`src/rtl/sdclk_pkg.sv`:
```
`timescale 1ns/1ps
package sdclk_pkg;

  typedef enum logic {
    MODE_IDENT = 1'b0,
    MODE_DATA  = 1'b1
  } sdclk_mode_e;

  typedef struct packed {
    logic lvl;
    logic rise;
    logic fall;
  } sdclk_out_t;

endpackage

```
`src/rtl/sdclk_div_sel.sv`:
```
`timescale 1ns/1ps
module sdclk_div_sel #(
  parameter int DIV_W      = 11,
  parameter int DATA_DIV_W = 3
) (
  input  logic [DIV_W-1:0]     div_val_i,
  input  sdclk_pkg::sdclk_mode_e mode_i,
  input  logic                 slow_card_i,
  output logic [DIV_W-1:0]     eff_val_o
);

  logic keep_upper;

  always_comb begin
    keep_upper = (mode_i == sdclk_pkg::MODE_IDENT) | slow_card_i;
  end

  for (genvar b = 0; b < DIV_W; b++) begin : g_bit
    if (b < DATA_DIV_W) begin : g_low
      assign eff_val_o[b] = div_val_i[b];
    end else begin : g_high
      assign eff_val_o[b] = div_val_i[b] & keep_upper;
    end
  end

endmodule

```
`src/rtl/sdclk_phase_gen.sv`:
```
`timescale 1ns/1ps
module sdclk_phase_gen #(
  parameter int DIV_W = 11
) (
  input  logic                  clk_i,
  input  logic                  rst_ni,
  input  logic [DIV_W-1:0]      eff_val_i,
  output sdclk_pkg::sdclk_out_t out_o
);

  localparam int CNT_W = DIV_W + 1;
  localparam int SUM_W = DIV_W + 2;

  logic [CNT_W-1:0] phase_q, phase_d;
  logic [DIV_W-1:0] lat_q, lat_d;
  logic             lat_en;
  logic [SUM_W-1:0] last_cur;
  logic [SUM_W-1:0] div_nxt;
  logic [SUM_W-1:0] hi_nxt;
  logic             at_end;
  sdclk_pkg::sdclk_out_t out_q, out_d;

  // next-state logic
  always_comb begin
    last_cur = SUM_W'(lat_q) + SUM_W'(1);
    at_end   = (SUM_W'(phase_q) == last_cur);
    lat_en   = at_end;
    lat_d    = eff_val_i;
    phase_d  = at_end ? '0 : (phase_q + CNT_W'(1));
    div_nxt  = SUM_W'(at_end ? eff_val_i : lat_q) + SUM_W'(2);
    hi_nxt   = (div_nxt + SUM_W'(1)) >> 1;
    out_d.lvl  = (SUM_W'(phase_d) < hi_nxt);
    out_d.rise = out_d.lvl & ~out_q.lvl;
    out_d.fall = ~out_d.lvl & out_q.lvl;
  end

  // registers: reset places the counter at the end of a two-cycle period
  always_ff @(posedge clk_i or negedge rst_ni) begin
    if (!rst_ni) begin
      phase_q <= CNT_W'(1);
      lat_q   <= '0;
      out_q   <= '0;
    end else begin
      phase_q <= phase_d;
      if (lat_en) begin
        lat_q <= lat_d;
      end
      out_q <= out_d;
    end
  end

  assign out_o = out_q;

endmodule

```
`src/rtl/sdclk_tmo_cnt.sv`:
```
`timescale 1ns/1ps
module sdclk_tmo_cnt #(
  parameter int          TMO_W   = 32,
  parameter logic [31:0] TMO_RST = 32'h00F0_0000
) (
  input  logic             clk_i,
  input  logic             rst_ni,
  input  logic             tick_i,
  input  logic             start_i,
  input  logic [TMO_W-1:0] load_i,
  output logic             expired_o
);

  logic [TMO_W-1:0] cnt_q, cnt_d;
  logic             cnt_en;
  logic             nonzero;

  always_comb begin
    nonzero = (cnt_q != '0);
    cnt_en  = start_i | (tick_i & nonzero);
    cnt_d   = start_i ? load_i : (cnt_q - TMO_W'(1));
  end

  always_ff @(posedge clk_i or negedge rst_ni) begin
    if (!rst_ni) begin
      cnt_q <= TMO_W'(TMO_RST);
    end else if (cnt_en) begin
      cnt_q <= cnt_d;
    end
  end

  assign expired_o = ~nonzero;

endmodule

```
`src/rtl/sdclk_timer.sv`:
```
`timescale 1ns/1ps
module sdclk_timer #(
  parameter int          DIV_W      = 11,
  parameter int          DATA_DIV_W = 3,
  parameter int          TMO_W      = 32,
  parameter logic [31:0] TMO_RST    = 32'h00F0_0000
) (
  input  logic             clk_i,
  input  logic             rst_ni,
  input  logic [DIV_W-1:0] div_val_i,
  input  logic [TMO_W-1:0] tmo_val_i,
  input  logic             slow_card_i,
  input  logic             data_mode_i,
  input  logic             tmo_start_i,
  output logic             card_clk_o,
  output logic             rise_o,
  output logic             fall_o,
  output logic             tmo_o
);

  sdclk_pkg::sdclk_mode_e mode;
  logic [DIV_W-1:0]       eff_val;
  sdclk_pkg::sdclk_out_t  clk_out;

  assign mode = data_mode_i ? sdclk_pkg::MODE_DATA : sdclk_pkg::MODE_IDENT;

  sdclk_div_sel #(
    .DIV_W      (DIV_W),
    .DATA_DIV_W (DATA_DIV_W)
  ) u_sel (
    .div_val_i   (div_val_i),
    .mode_i      (mode),
    .slow_card_i (slow_card_i),
    .eff_val_o   (eff_val)
  );

  sdclk_phase_gen #(
    .DIV_W (DIV_W)
  ) u_phase (
    .clk_i     (clk_i),
    .rst_ni    (rst_ni),
    .eff_val_i (eff_val),
    .out_o     (clk_out)
  );

  sdclk_tmo_cnt #(
    .TMO_W   (TMO_W),
    .TMO_RST (TMO_RST)
  ) u_tmo (
    .clk_i     (clk_i),
    .rst_ni    (rst_ni),
    .tick_i    (clk_out.rise),
    .start_i   (tmo_start_i),
    .load_i    (tmo_val_i),
    .expired_o (tmo_o)
  );

  assign card_clk_o = clk_out.lvl;
  assign rise_o     = clk_out.rise;
  assign fall_o     = clk_out.fall;

endmodule

```
`config.mk`:
```
export PLATFORM = sky130hd
export DESIGN_NAME = sdclk_timer
export DESIGN_NICKNAME = d
export VERILOG_FILES = /design/src/rtl/sdclk_pkg.sv /design/src/rtl/sdclk_div_sel.sv /design/src/rtl/sdclk_phase_gen.sv /design/src/rtl/sdclk_tmo_cnt.sv /design/src/rtl/sdclk_timer.sv
export SDC_FILE = /design/constraint.sdc
export NUM_CORES = 1
export LEC_CHECK = 0
export ABC_CLOCK_PERIOD_IN_PS = 6000
export BUFFER_PORTS_ARGS = -buffer_cell sky130_fd_sc_hd__buf_4
export CAP_MARGIN = 20
export CORE_ASPECT_RATIO = 0.6
export CORE_MARGIN = 5
export CORE_UTILIZATION = 40
export DETAILED_ROUTE_END_ITERATION = 12
export SLEW_MARGIN = 20
export SYNTH_ARGS = -nofsm -noshare
export SYNTH_HDL_FRONTEND = slang
export SYNTH_HIERARCHICAL = 1
export SYNTH_SLANG_ARGS = --single-unit
export TNS_END_PERCENT = 1
```
`constraint.sdc`:
```
create_clock -name clk_i -period 6 [get_ports clk_i]
set_clock_uncertainty 0.2 [all_clocks]
set_input_delay 0.3 -clock clk_i [delete_from_list [all_inputs] [get_ports clk_i]]
set_output_delay 0.3 -clock clk_i [all_outputs]
set_load 0.005 [all_outputs]
```
==> run summary <==
Worst IR Drop VDD -> 150.4 uV
Relative slew slack -> 44.29%
Final hold vios -> 0
Predominant post-synthesis flop cell -> dfrtp_1
Nets@finish -> 616
Antenna Cells -> 0
Number of cell rows -> 29
Main combinational cell family by area after synthesis -> simple AND/OR/NAND/NOR gates
Synth Area in Simple Gates -> 29.12%
MaxCap Viol Count -> 0
Synth Area in Adders -> 3.958%
Clk slew on worst S/H paths -> 50 ps
TritonRoute pass-1 iters -> 5
Total Power -> 1148 uW
Gr usage total -> 19.22%
Post-synth EDFFs -> 0
Core area -> 10700 um2
CP startpoint kind -> flop
Minimum clock period after layout -> 5523 ps
# IOs -> 52
Hold Crit Start -> tmo_val_i[1]
PostCTS Resize Cnt -> 0
Starting Density -> 41.34%
Critical Path RT -> 6060 ps
Post-synthesis mux area share -> 6.135%
Synth Register Bits -> 58
Least-Margin Pin Slew -> 833.4 ps
Die width -> 145.8 um
Unique masters post-synth -> 75
Remaining antenna violation count after routing -> 0
Cells on worst reg2reg path -> 17
P_sw -> 316.9 uW
XOR/XNOR Fraction of Synth Area -> 8.312%
Clk pwr share -> 43.7%
Crit. Startpoint -> u_phase/lat_q[0]
Vias in the first global route -> 3851
Pint -> 831.2 uW
Leakage -> 0.002169 uW
Final Setup Violations -> 0
Drt initial violations -> 315
Hold Path Stages -> 2
Outcome -> finished clean
Synth Net Count -> 566
CTS max path bufs -> 2
Gpl congestion -> 0.9469
I/O Buffers -> 51
Area occupied by multi-input gates -> 2761 um2
Clk root buf -> clkbuf_16
Clock Latency Late Sink -> 330 ps
Period utilization -> 92.05%
R2R setup slack -> 480 ps
Fraction of layout cells with a size suffix above 1 -> 18.07%
DRC viols -> 0
Synth top area share -> 29.97%
Fillers -> 1016
Die area -> 13340 um2
Switching Share -> 27.60%
Ys Warns -> 6
Most frequent cells after synthesis -> 55 x nor2_1, 53 x dfrtp_1, 35 x nand2_1
R2R Path Start -> u_phase/lat_q[0]
WL per Instance -> 18.24 um
Register area share after synthesis -> 32.94%
CTS sink count -> 58
Max Clk Rate -> 181.1 MHz
Setup TNS Final -> 0 ps
Critical path type -> flop to flop
HPWL Detailed -> 9.516 mm
Min-Delay Path Class -> input pin to flop
Final Routed Wirelength -> 12.73 mm
Area leader, netlist -> dfrtp_1
Vias per inst -> 5.817
Pin count of the biggest net entering global routing -> 59
H-tree depth -> 3
Sequential Area -> 1458 um2
Global-route wire length before repair -> 20.66 mm
CTS tree -> yes
Chip Height -> 91.48 um
Antenna violations before repair -> 0
Aggregate global routing overflow -> 0
Layout area overhead -> 19.45%
Critical Path End Type -> flop
Crit-path max FO -> 15
Synthesized area -> 4425 um2
RSZ-0062 raised after global routing -> no
Synth top area cells -> dfrtp_1 30%, nor2_1 4.7%, xnor2_1 4.6%
CP arrival -> 5580 ps
Avg Cell Area, Syn -> 8.781 um2
Syn Inst Count -> 504
PwrDens -> 217.2 nW/um2
Cell with the most instances after synthesis -> nor2_1
Combinational power share -> 16.0%
Vias -> 4060
Flop pwr share -> 40.3%
Ys async rst share -> 100.0%
Num CTS Buffers -> 9
Compound-Gate Fraction of Synth Area -> 14.62%
Pins over their slew limit -> 0
## metrics by stage
stage,utilization (%),std cells,area (um2),setup slack [ps],hold WS [ps]
3_3_place_gp,45.40,668,4860,846.4,238.5
5_1_grt,49.39,698,5286,171.1,12.86
4_1_cts,49.33,698,5280,562.5,6.551
6_report,49.39,698,5286,476.8,11.40
2_1_floorplan,-,504,4425,1296,-195.6
3_5_place_dp,45.40,668,4860,603.6,239.1
## path summary, 6_finish.rpt
check | end
setup / recovery | u_phase/out_o[0]
hold / removal | u_tmo/cnt_q[1]
setup reg to reg | u_phase/out_o[0]
hold reg to reg | u_tmo/cnt_q[22]
max in group asynchronous | u_phase/phase_q[5]
min in group asynchronous | u_tmo/cnt_q[1]
## cells in the final DEF, fill, tap and decap left out, types with 3 or more instances in the layout
cell / netlist / layout
a211o_1: 3 / 3
nor2_1: 55 / 55
mux2_4: 5 / 5
clkbuf_1: 14 / 4
or4_1: 11 / 11
o21bai_1: 3 / 3
xor2_1: 19 / 19
o21ai_0: 16 / 16
dfstp_2: 5 / 5
and2_1: 13 / 13
inv_1: 16 / 16
a22oi_1: 6 / 6
dlygate4sd3_1: 0 / 14
a21o_1: 3 / 3
a21oi_1: 5 / 5
o41ai_1: 3 / 3
nor3_1: 18 / 18
nand3_1: 26 / 26
clkbuf_16: 0 / 9
nand2_1: 35 / 35
o211ai_1: 3 / 3
or3_1: 7 / 7
a311o_1: 5 / 5
mux2_2: 5 / 5
a31oi_1: 12 / 12
ha_1: 14 / 14
a211oi_1: 4 / 4
nor2b_1: 5 / 5
nand2b_1: 7 / 7
o31ai_1: 4 / 4
nand4_1: 11 / 11
xnor2_1: 23 / 23
mux2i_1: 14 / 14
dfrtp_1: 53 / 53
nand4b_1: 3 / 3
nor4_1: 7 / 6
buf_4: 5 / 55
and3_1: 7 / 7
## layout make-up
class | instances | area share [%]
Inverter | 16 | 1.136
Sequential cell | 58 | 27.57
Multi-Input combinational cell | 400 | 52.24
Clock inverter | 3 | 0.7574
Clock buffer | 13 | 4.544
Tap cell | 139 | 3.290
Timing Repair Buffer | 69 | 10.46
## per-layer routing
metal / global-route usage (%) / up-vias / wire (um)
met2: 24.70 / 119 / 4948
met1: 31.58 / 1982 / 6942
met5: 0 / - / 0
li1: - / 1955 / -
met3: 4.328 / 4 / 785
met4: 3.791 / 0 / 55
## timing repair
item | 4_1_cts | 5_1_grt
setup buffers | 0 | 0
hold buffers | 14 | 0
hold endpoints to repair | 66 | 0
setup endpoints to repair | 0 | 0
## worst max-delay path, cell delays in order, from the launching register on
cell and delay [ps]:
dfrtp_1 490, ha_1 350, and2_4 200, o31ai_1 290
a32oi_1 230, a2111oi_4 580, nand2_2 410, mux2i_1 220
ha_1 330, nor3_1 360, nand3_1 160, xnor2_1 160
mux2i_1 120, ha_1 300, nand4_1 110, or4_1 480
a22oi_1 280, o21a_1 180
## logic make-up after synthesis
| family | count (synthesis) |
|---|---|
| XOR/XNOR | 42 |
| flip-flops | 58 |
| AND/OR/NAND/NOR | 233 |
| adder cells (fa/ha/maj) | 14 |
| AO/OA/AOI/OAI | 87 |
| multiplexers | 24 |
| buffers and inverters | 46 |
## registers in the layout (all words and copies together) (netlist names)
register	count
u_tmo/cnt_q	32
u_phase/lat_q	11
u_phase/out_o	3
u_phase/phase_q	12
## power groups by stage
stage / clock [uW] / sequential, uW / combinational [uW]
floorplan: 0 / 447 / 128
global placement: 0 / 466 / 171
detailed placement: 0 / 467 / 174
CTS: 509 / 461 / 183
global route: 533 / 468 / 205
finish: 501 / 463 / 183
Note: power is estimated with default switching activity, not from simulation.
